**config.mk**
```make
export PLATFORM = sky130hd
export DESIGN_NAME = cmd_frame_rx
export DESIGN_NICKNAME = d
export VERILOG_FILES = /design/src/rtl/cfr_pkg.sv /design/src/rtl/cfr_line_sampler.sv /design/src/rtl/cfr_bit_collector.sv /design/src/rtl/cfr_cmd_decode.sv /design/src/rtl/cmd_frame_rx.sv
export SDC_FILE = /design/constraint.sdc
export NUM_CORES = 1
export LEC_CHECK = 0
export CELL_PAD_IN_SITES_DETAIL_PLACEMENT = 1
export CELL_PAD_IN_SITES_GLOBAL_PLACEMENT = 1
export CORE_ASPECT_RATIO = 1.4
export CORE_UTILIZATION = 46
export DETAILED_ROUTE_END_ITERATION = 10
export PLACE_DENSITY = 0.83
export SYNTH_ARGS = -nofsm -noshare
export SYNTH_HDL_FRONTEND = slang
export SYNTH_SLANG_ARGS = --single-unit
```
**constraint.sdc**
```tcl
create_clock -name clk -period 4.3 [get_ports clk]
set_clock_uncertainty 0.1 [all_clocks]
set_input_delay 0.43 -clock clk [delete_from_list [all_inputs] [get_ports clk]]
set_output_delay 0.43 -clock clk [all_outputs]
set_load 0.02 [all_outputs]
```
**src/rtl/cfr_pkg.sv**
```systemverilog
// Package for the command frame receiver: byte sizing, command codes,
// the opcode type and the command code decoder.
package cfr_pkg;

    localparam int BYTE_W      = 8;
    localparam int FRAME_BYTES = 3;
    localparam int FRAME_BITS  = BYTE_W * FRAME_BYTES;

    localparam logic [BYTE_W-1:0] CODE_RD_MAIN  = 8'h30;
    localparam logic [BYTE_W-1:0] CODE_RD_PROT  = 8'h34;
    localparam logic [BYTE_W-1:0] CODE_UPD_MAIN = 8'h38;
    localparam logic [BYTE_W-1:0] CODE_WR_PROT  = 8'h3C;

    typedef enum logic [1:0] {
        OP_RD_MAIN  = 2'd0,
        OP_RD_PROT  = 2'd1,
        OP_UPD_MAIN = 2'd2,
        OP_WR_PROT  = 2'd3
    } op_e;

    typedef struct packed {
        logic legal;
        op_e  op;
    } dec_t;

    // Maps a command code to its opcode; legal is low for undefined codes.
    function automatic dec_t decode_code(input logic [BYTE_W-1:0] code);
        dec_t d;
        d.legal = 1'b1;
        d.op    = OP_RD_MAIN;
        case (code)
            CODE_RD_MAIN:  d.op = OP_RD_MAIN;
            CODE_RD_PROT:  d.op = OP_RD_PROT;
            CODE_UPD_MAIN: d.op = OP_UPD_MAIN;
            CODE_WR_PROT:  d.op = OP_WR_PROT;
            default:       d.legal = 1'b0;
        endcase
        return d;
    endfunction

endpackage

```
**src/rtl/cfr_line_sampler.sv**
```systemverilog
// Line sampler: synchronises the card clock and data lines to the system
// clock and derives edge and frame-condition events from them.
// Assumes each line level is held for more than SYNC_STAGES+1 system cycles.
module cfr_line_sampler #(
    parameter int SYNC_STAGES = 2
) (
    input  logic clk,
    input  logic rst_n,
    input  logic card_clk,
    input  logic card_io,
    output logic io_lvl,
    output logic rise_ev,
    output logic fall_ev,
    output logic open_ev,
    output logic close_ev
);
    localparam int          LINES    = 2;
    localparam logic [1:0]  IDLE_LVL = 2'b10;  // io idles high, clk low

    logic [LINES-1:0] raw;
    logic [LINES-1:0] cur;
    logic [LINES-1:0] prev;

    assign raw = {card_io, card_clk};

    genvar g;
    generate
        for (g = 0; g < LINES; g++) begin : g_line
            logic [SYNC_STAGES-1:0] chain;
            // Purpose: shift one line through the synchroniser, then keep its last level.
            always_ff @(posedge clk) begin
                if (!rst_n) begin
                    chain   <= {SYNC_STAGES{IDLE_LVL[g]}};
                    prev[g] <= IDLE_LVL[g];
                end else begin
                    chain   <= {chain[SYNC_STAGES-2:0], raw[g]};
                    prev[g] <= chain[SYNC_STAGES-1];
                end
            end
            assign cur[g] = chain[SYNC_STAGES-1];
        end
    endgenerate

    // Purpose: decode clock edges and data-line changes while the clock is high.
    always_comb begin
        io_lvl   = cur[1];
        rise_ev  =  cur[0] & ~prev[0];
        fall_ev  = ~cur[0] &  prev[0];
        open_ev  =  cur[0] &  prev[0] &  prev[1] & ~cur[1];
        close_ev =  cur[0] &  prev[0] & ~prev[1] &  cur[1];
    end

endmodule

```
**src/rtl/cfr_bit_collector.sv**
```systemverilog
// Bit collector: tracks the open frame, captures a bit at each rising card
// clock edge, commits it at the falling edge, and reports the frame word
// and whether its length was exact when the frame closes.
// Assumes the events come from cfr_line_sampler, at most one per cycle.
module cfr_bit_collector #(
    parameter int BITS = 24
) (
    input  logic            clk,
    input  logic            rst_n,
    input  logic            blocked,
    input  logic            io_lvl,
    input  logic            rise_ev,
    input  logic            fall_ev,
    input  logic            open_ev,
    input  logic            close_ev,
    output logic            done,
    output logic            len_ok,
    output logic [BITS-1:0] word
);
    localparam int              CNT_W = $clog2(BITS + 2);
    localparam logic [CNT_W-1:0] EXACT = CNT_W'(BITS);
    localparam logic [CNT_W-1:0] SAT   = CNT_W'(BITS + 1);

    logic             in_frame;
    logic             pend;
    logic             pend_bit;
    logic [CNT_W-1:0] cnt;

    // Purpose: frame state, bit capture and commit, and the end-of-frame report.
    always_ff @(posedge clk) begin
        if (!rst_n) begin
            in_frame <= 1'b0;
            pend     <= 1'b0;
            pend_bit <= 1'b0;
            cnt      <= '0;
            word     <= '0;
            done     <= 1'b0;
            len_ok   <= 1'b0;
        end else begin
            done <= 1'b0;
            if (open_ev && !blocked) begin
                in_frame <= 1'b1;
                cnt      <= '0;
                pend     <= 1'b0;
            end else if (close_ev && !blocked && in_frame) begin
                in_frame <= 1'b0;
                pend     <= 1'b0;
                done     <= 1'b1;
                len_ok   <= (cnt == EXACT);
            end else if (open_ev || close_ev) begin
                pend <= 1'b0;
            end else if (in_frame) begin
                if (rise_ev) begin
                    pend     <= 1'b1;
                    pend_bit <= io_lvl;
                end else if (fall_ev && pend) begin
                    pend <= 1'b0;
                    word <= {pend_bit, word[BITS-1:1]};
                    if (cnt != SAT) begin
                        cnt <= cnt + 1'b1;
                    end
                end
            end
        end
    end

endmodule

```
**src/rtl/cfr_cmd_decode.sv**
```systemverilog
// Command decoder: on a completed frame, splits the word into its three
// bytes, decodes the command code and registers a command or fault strobe.
// Assumes the word holds the first received bit in bit 0.
module cfr_cmd_decode
    import cfr_pkg::*;
(
    input  logic                  clk,
    input  logic                  rst_n,
    input  logic                  done,
    input  logic                  len_ok,
    input  logic [FRAME_BITS-1:0] word,
    output logic                  cmd_valid,
    output logic [1:0]            cmd_op,
    output logic [BYTE_W-1:0]     cmd_addr,
    output logic [BYTE_W-1:0]     cmd_data,
    output logic                  cmd_fault
);
    logic [BYTE_W-1:0] f_code;
    logic [BYTE_W-1:0] f_addr;
    logic [BYTE_W-1:0] f_data;
    dec_t              dec;

    // Purpose: split the frame word into bytes and decode the command code.
    always_comb begin
        f_code = word[0*BYTE_W +: BYTE_W];
        f_addr = word[1*BYTE_W +: BYTE_W];
        f_data = word[2*BYTE_W +: BYTE_W];
        dec    = decode_code(f_code);
    end

    // Purpose: register the one-cycle strobes and the command fields.
    always_ff @(posedge clk) begin
        if (!rst_n) begin
            cmd_valid <= 1'b0;
            cmd_fault <= 1'b0;
            cmd_op    <= '0;
            cmd_addr  <= '0;
            cmd_data  <= '0;
        end else begin
            cmd_valid <= done &&  (len_ok && dec.legal);
            cmd_fault <= done && !(len_ok && dec.legal);
            if (done && len_ok && dec.legal) begin
                cmd_op   <= dec.op;
                cmd_addr <= f_addr;
                cmd_data <= f_data;
            end
        end
    end

endmodule

```
**src/rtl/cmd_frame_rx.sv**
```systemverilog
// Top of the command frame receiver: sampler, bit collector and decoder.
// Assumes the system clock is much faster than the card clock.
module cmd_frame_rx
    import cfr_pkg::*;
#(
    parameter int SYNC_STAGES = 2
) (
    input  logic              clk,
    input  logic              rst_n,
    input  logic              card_clk,
    input  logic              card_io,
    input  logic              out_busy,
    output logic              cmd_valid,
    output logic [1:0]        cmd_op,
    output logic [BYTE_W-1:0] cmd_addr,
    output logic [BYTE_W-1:0] cmd_data,
    output logic              cmd_fault
);
    logic                  io_lvl, rise_ev, fall_ev, open_ev, close_ev;
    logic                  done, len_ok;
    logic [FRAME_BITS-1:0] word;

    cfr_line_sampler #(.SYNC_STAGES(SYNC_STAGES)) u_sampler (
        .clk(clk), .rst_n(rst_n), .card_clk(card_clk), .card_io(card_io),
        .io_lvl(io_lvl), .rise_ev(rise_ev), .fall_ev(fall_ev),
        .open_ev(open_ev), .close_ev(close_ev)
    );

    cfr_bit_collector #(.BITS(FRAME_BITS)) u_collect (
        .clk(clk), .rst_n(rst_n), .blocked(out_busy), .io_lvl(io_lvl),
        .rise_ev(rise_ev), .fall_ev(fall_ev), .open_ev(open_ev),
        .close_ev(close_ev), .done(done), .len_ok(len_ok), .word(word)
    );

    cfr_cmd_decode u_decode (
        .clk(clk), .rst_n(rst_n), .done(done), .len_ok(len_ok), .word(word),
        .cmd_valid(cmd_valid), .cmd_op(cmd_op), .cmd_addr(cmd_addr),
        .cmd_data(cmd_data), .cmd_fault(cmd_fault)
    );

endmodule

```
==> impl_metrics.py, run 1 <==
metrics = {
    "route": {
        "avgViaCountPerCell": 5.36,
        "post-route-drc-count": 0,
        "ant_nets": 0,
        "drtIter0Drc": 113,
        "routedWlPerCell_um": 14.1,
        "first_pass_iters": 4,
        "routed_wl_mm": 4.98,
        "vias": 1898,
    },
    "floorplan": {
        "die_h_um": 87.9,
        "io_pins": 25,
        "die-width_um": 63.4,
        "dieArea_sq_mm": 0.00557,
        "coreArea_sq_mm": 0.00495,
        "initial_core_util_pct": 48.9,
        "num_rows": 30,
    },
    "timing": {
        "drv_slew": 0,
        "fin_crit_ns": 1.99,
        "holdWs_ns": 0.324,
        "slew_headroom_pct": 36.7,
        "rsz0062_at_grt": "no",
        "period_share_pct": 46.4,
        "fmax_ghz": 0.501,
        "finalHoldViolations": 0,
        "setup-tns-final_ns": 0,
        "setup_viol": 0,
        "worst_pin_slew_ns": 0.946,
    },
    "synth": {
        "ys_seq_area_share_pct": 49.5,
        "ys.flop_type": "dfxtp_1",
        "yosys.area.top_type": "dfxtp_1",
        "syn_area_sq_mm": 0.00242,
        "synthTopCellsByArea": "dfxtp_1 (50%), a21boi_1 (8.4%), nand2_1 (7.9%)",
        "syn_nets": 277,
        "synth_edf_count": 0,
        "yosys_warnings": 0,
        "async_flop_share_pct": 0,
        "avgSynthCellArea_sq_um": 9.01,
        "netlist-cell-type-count": 35,
        "yosys_register_bits": 60,
        "netlist_instances": 269,
        "synth_top_area_share_pct": 49.5,
    },
    "layout": {
        "fillers": 600,
        "final_common_cell": "dfxtp_1",
        "post-route-util_pct": 57.6,
        "drive_gt1_share_pct": 5.86,
        "final_cell_mix": "dfxtp_1 (60), nand2_1 (51), a21boi_1 (27), clkdlybuf4s50_1 (24), nand3_1 (23)",
        "final_area_sq_mm": 0.00285,
        "antenna_cells": 0,
        "finalNetCount": 294,
        "syn_to_final_growth_pct": 17.7,
    },
    "grt": {
        "grt_usage_pct": 20.3,
        "antenna_found_initial": 0,
        "grt_max_degree": 36,
        "grt_pass1_vias": 1856,
        "gr-total-overflow": 0,
        "grt_pass1_wl_mm": 8.58,
    },
    "critical_path": {
        "r2r_slack_ns": 2.31,
        "slowest_stage": "nand4b_1",
        "crit_type": "reg2reg",
        "crit_chain": "nand4b_1, nor4_1, and3_1",
        "crit_path_start_kind": "flip-flop",
        "cp_max_fo": 19,
        "cp.buffers_inverters": 0,
        "cp_num_cells": 3,
        "crit_path_end_kind": "flip-flop",
        "max_stage_delay_ns": 0.77,
        "crit_family": "simple AND/OR/NAND/NOR gates",
        "crit_arrival_ns": 2.18,
        "required_ns": 4.48,
        "rr_worst_depth": 3,
    },
    "cts": {
        "htree_levels": 3,
        "cts_resized": 0,
        "numCtsBuffers": 9,
        "clk_latency_ns": 0.34,
        "clock-root-buffer": "clkbuf_8",
        "cts_sinks": 60,
        "cts_tree": "yes",
        "cts_max_path_buffers": 2,
        "cts_setup_buffers": 0,
        "clk_pin_slew_worst_paths_ns": 0.07,
        "cts_hold_buffers": 0,
    },
    "power_and_ir_drop": {
        "clkPwrFrac_pct": 47.3,
        "p_sw_mw": 0.222,
        "comb_power_share_pct": 1.8,
        "peakVddDrop_mv": 0.219,
        "p_leak_nw": 0.976,
        "intPower_mw": 0.883,
        "p_seq_share_pct": 50.8,
        "power.density_mw_per_mm2": 387,
        "swShare_pct": 20.1,
    },
    "place": {
        "gp_congestion": 0.695,
        "placed_area_sq_mm": 0.00265,
        "place_hpwl_mm": 3.15,
        "portBuffers": 24,
    },
    "outcome": {
        "status": "complete, no violations",
    },
    "min_path": {
        "min_path_type": "reg2reg",
        "whs_path_depth": 1,
    },
    "flow_run": {
        "maxCapViolCount": 0,
    },
}
==> final timing paths <==
check / start / end
worst max-delay path: u_collect.word[7] / u_decode.cmd_valid
worst min-delay path: u_sampler.g_line[1].chain[0] / u_sampler.g_line[1].chain[1]
worst max register to register: u_collect.word[7] / u_decode.cmd_valid
worst min register to register: u_sampler.g_line[1].chain[0] / u_sampler.g_line[1].chain[1]
==> routing by layer <==
| layer | vias to the layer above | track usage, % | part of all wire [%] |
|---|---|---|---|
| met3 | 11 | 3.91 | 2.1 |
| met1 | 897 | 22.6 | 45 |
| met4 | 0 | 12.4 | 2.9 |
| met5 | - | 0 | 0 |
| met2 | 28 | 35.7 | 50 |
| li1 | 962 | - | - |
==> sequential cells by signal (all words and copies together), names as in the netlist, 2 cells and up <==
signal,flops
u_collect.word,24
u_decode.cmd_addr,8
u_decode.cmd_data,8
u_collect.cnt,5
u_sampler.g_line.chain,4
u_decode.cmd_op,2
u_sampler.prev,2
==> stage by stage <==
stage,power (mW),std cells,setup slack (ns)
after CTS,1.11,354,2.27
after floorplan,0.587,269,2.79
after global routing,1.14,354,2.07
after global placement,0.594,339,2.11
after detailed placement,0.594,339,2.01
final,1.10,354,2.31
==> power groups by stage <==
stage               Combinational [mW]  Clock, mW  Sequential (mW)
floorplan                       0.0151          0            0.572
global placement                0.0204          0            0.573
detailed placement              0.0208          0            0.574
CTS                             0.0209      0.533            0.561
global route                    0.0226      0.553            0.561
finish                          0.0204      0.523            0.561
==> area by class of cell <==
cell class	instances	area [sq um]	share of cell area [%]
sequential	60	1200	42.1
multi-input combinational	186	1110	38.8
timing repair buffer	25	248	8.68
clock buffer	14	173	6.05
tap	64	80.1	2.81
clock inverter	1	30.0	1.05
inverter	4	15.0	0.526
==> cell usage after synthesis (all sizes together) (4+ instances only) <==
cell	n
dfxtp	60
inv	4
nor2	5
nand4b	4
a21boi	42
nand3	23
clkbuf	8
buf	11
o21ai	24
a21oi	8
nand2	51
==> kinds of logic (layout without fill, tap and decap cells) <==
logic type,after synthesis,after routing,share of synthesized area [%]
AOI/OAI and AO/OA,76,76,20.4
buffers and inverters,23,44,4.80
and+or+nand+nor,104,104,22.5
xor gates and xnor gates,1,1,0.361
adders and majority gates,3,3,1.55
muxes,2,2,0.826
DFF,60,60,49.5
No activity file was read; power rests on OpenSTA's default activity.
==> run 2, diff against run 1 <==
CORE_UTILIZATION = 38   (was 46)
PLACE_DENSITY = 0.73   (was 0.83)
clock period = 1.7 ns   (was 4.3 ns; I/O delays follow)
==> run 2 against run 1 <==
Effect of this change: count of clock-buffer cells in the layout unchanged; wire length increased by 5.6%; sequential share of layout area decreased by 1.9 points; die area increased by 20%; worst setup slack got worse by 2.2 ns; global-route usage decreased by 2.9 points; register-to-register slack got worse by 2.2 ns; core utilization decreased by 9.2 points; total power increased to 2.5 times the previous value; critical path depth increased by 2; critical endpoint is now u_collect.cnt[2].
==> impl_metrics.py, run 2 (synthesis gave the netlist of run 1 again) <==
metrics = {
    "outcome": {
        "status": "complete, no violations",
    },
    "place": {
        "gp_congestion": 0.702,
        "post-place-ws_ns": 0.126,
        "place_hpwl_mm": 3.51,
        "portBuffers": 24,
    },
    "power_and_ir_drop": {
        "swShare_pct": 19.7,
        "p_leak_nw": 1.05,
        "peakVddDrop_mv": 0.440,
        "p_seq_share_pct": 50.9,
        "comb_power_share_pct": 2.1,
        "p_sw_mw": 0.548,
        "power_mw": 2.79,
        "clkPwrFrac_pct": 46.9,
        "intPower_mw": 2.24,
        "power.density_mw_per_mm2": 933,
    },
    "grt": {
        "groute.layer.met1.usage_pct": 19.6,
        "antenna_found_initial": 0,
        "gr-total-overflow": 0,
        "grt_max_degree": 41,
        "grt.busiest_layer": "met2",
        "grt_pass1_vias": 1972,
        "grtUsageMet2_pct": 31.1,
        "use_met3_pct": 3.53,
        "grt_usage_pct": 17.4,
        "grt_pass1_wl_mm": 9.14,
    },
    "cts": {
        "clk_pin_slew_worst_paths_ns": 0.06,
        "cts_sinks": 60,
        "clock-root-buffer": "clkbuf_8",
        "cts_max_path_buffers": 2,
        "cts_resized": 0,
        "clk_latency_ns": 0.33,
        "numCtsBuffers": 9,
        "cts_hold_buffers": 0,
        "htree_levels": 3,
        "cts_setup_buffers": 0,
        "cts_tree": "yes",
    },
    "floorplan": {
        "die_h_um": 96.5,
        "dieArea_sq_mm": 0.00671,
        "initial_core_util_pct": 39.3,
        "num_rows": 34,
        "io_pins": 25,
        "coreArea_sq_mm": 0.00617,
        "die-width_um": 69.5,
    },
    "layout": {
        "antenna_cells": 0,
        "fillers": 722,
        "final_cell_mix": "dfxtp_1 (60), nand2_1 (51), a21boi_1 (27), clkdlybuf4s50_1 (24), nand3_1 (23)",
        "top_register": "u_collect.word",
        "final_common_cell": "dfxtp_1",
        "finalNetCount": 307,
        "largest_register_ffs": 24,
        "syn_to_final_growth_pct": 23.2,
        "reg_top3": "u_collect.word (24), u_decode.cmd_addr (8), u_decode.cmd_data (8)",
        "drive_gt1_share_pct": 9.90,
    },
    "critical_path": {
        "timing.rr.end": "u_collect.cnt[2]",
        "crit_chain": "inv_1, ha_1, and4b_1, or4_1, a21oi_1",
        "r2r_slack_ns": 0.14,
        "required_ns": 1.87,
        "crit_path_end_kind": "flip-flop",
        "slowest_stage": "or4_1",
        "max_stage_delay_ns": 0.40,
        "crit_type": "reg2reg",
        "crit_start": "u_collect.cnt[1]",
        "r2r-start": "u_collect.cnt[1]",
        "crit_path_start_kind": "flip-flop",
        "cp.buffers_inverters": 1,
        "rr_worst_depth": 5,
        "crit_arrival_ns": 1.73,
        "endpoint": "u_collect.cnt[2]",
        "cp_num_cells": 5,
        "crit_family": "simple AND/OR/NAND/NOR gates",
        "cp_max_fo": 4,
    },
    "route": {
        "avgViaCountPerCell": 5.23,
        "vias": 1962,
        "first_pass_iters": 3,
        "routedWlPerCell_um": 14.0,
        "ant_nets": 0,
        "routed_wl_mm": 5.26,
        "post-route-drc-count": 0,
        "drtIter0Drc": 149,
    },
    "timing": {
        "period_share_pct": 91.9,
        "finalHoldViolations": 0,
        "fmax_ghz": 0.640,
        "fin_ws_ns": 0.138,
        "drv_slew": 0,
        "setup-tns-final_ns": 0,
        "fin_crit_ns": 1.56,
        "worst_pin_slew_ns": 0.340,
        "rsz0062_at_grt": "no",
        "setup_viol": 0,
        "slew_headroom_pct": 77.0,
    },
    "flow_run": {
        "maxCapViolCount": 0,
    },
    "min_path": {
        "min_path_type": "in2reg",
        "min-delay-start": "card_io",
    },
}
[run 2: changes by cell type in the layout (fill, tap and decap cells not counted), sizes merged]
cell	before	now
buf	1	14
[run 2: routing by layer]
layer	wire, um	vias to the layer above
met5	0	-
met4	115	0
met3	105	10
met2	2690	23
met1	2350	945
li1	-	984
[run 2: how the worst min path moves through the flow]
stage,endpoint,depth (start not counted)
5_1_grt,u_sampler.g_line[1].chain[1],1
6_report,u_sampler.g_line[1].chain[0],2
2_1_floorplan,u_sampler.g_line[1].chain[0],1
3_5_place_dp,u_sampler.g_line[1].chain[1],1
3_3_place_gp,u_sampler.g_line[1].chain[1],1
4_1_cts,u_sampler.g_line[1].chain[0],2
[run 2: worst register-to-register path, delay by kind of cell, from the launching register on]
family | cells | cell delay (ns)
AND/OR/NAND/NOR | 2 | 0.64
flip-flops | 1 | 0.36
adder cells (fa/ha/maj) | 1 | 0.19
AO/OA/AOI/OAI | 1 | 0.15
buffers and inverters | 1 | 0.07
[run 2: area by class of cell]
class                      instances  area [sq um]  area share [%]
clock buffer                      14           173            5.78
timing repair buffer              38           370            12.4
clock inverter                     1          30.0            1.01
inverter                           4          15.0           0.503
multi-input combinational        186          1110            37.1
tap                               72          90.1            3.02
sequential                        60          1200            40.2
[run 2: power groups by stage]
| stage | registers [mW] | clock network (mW) | logic [mW] |
|---|---|---|---|
| after CTS | 1.42 | 1.35 | 0.0609 |
| after detailed placement | 1.45 | 0 | 0.0608 |
| final | 1.42 | 1.31 | 0.0597 |
| after floorplan | 1.45 | 0 | 0.0383 |
| after global placement | 1.45 | 0 | 0.0597 |
| after global routing | 1.42 | 1.42 | 0.0656 |
[run 2: per-stage QoR]
stage	hold slack, ns	std cells	instance area [sq um]	util [%]
2_1_floorplan	0.171	269	2420	-
3_5_place_dp	0.306	360	2780	45.1
4_1_cts	0.303	375	2990	48.4
5_1_grt	0.333	375	2990	48.4
3_3_place_gp	0.295	360	2780	45.1
6_report	0.309	375	2990	48.4
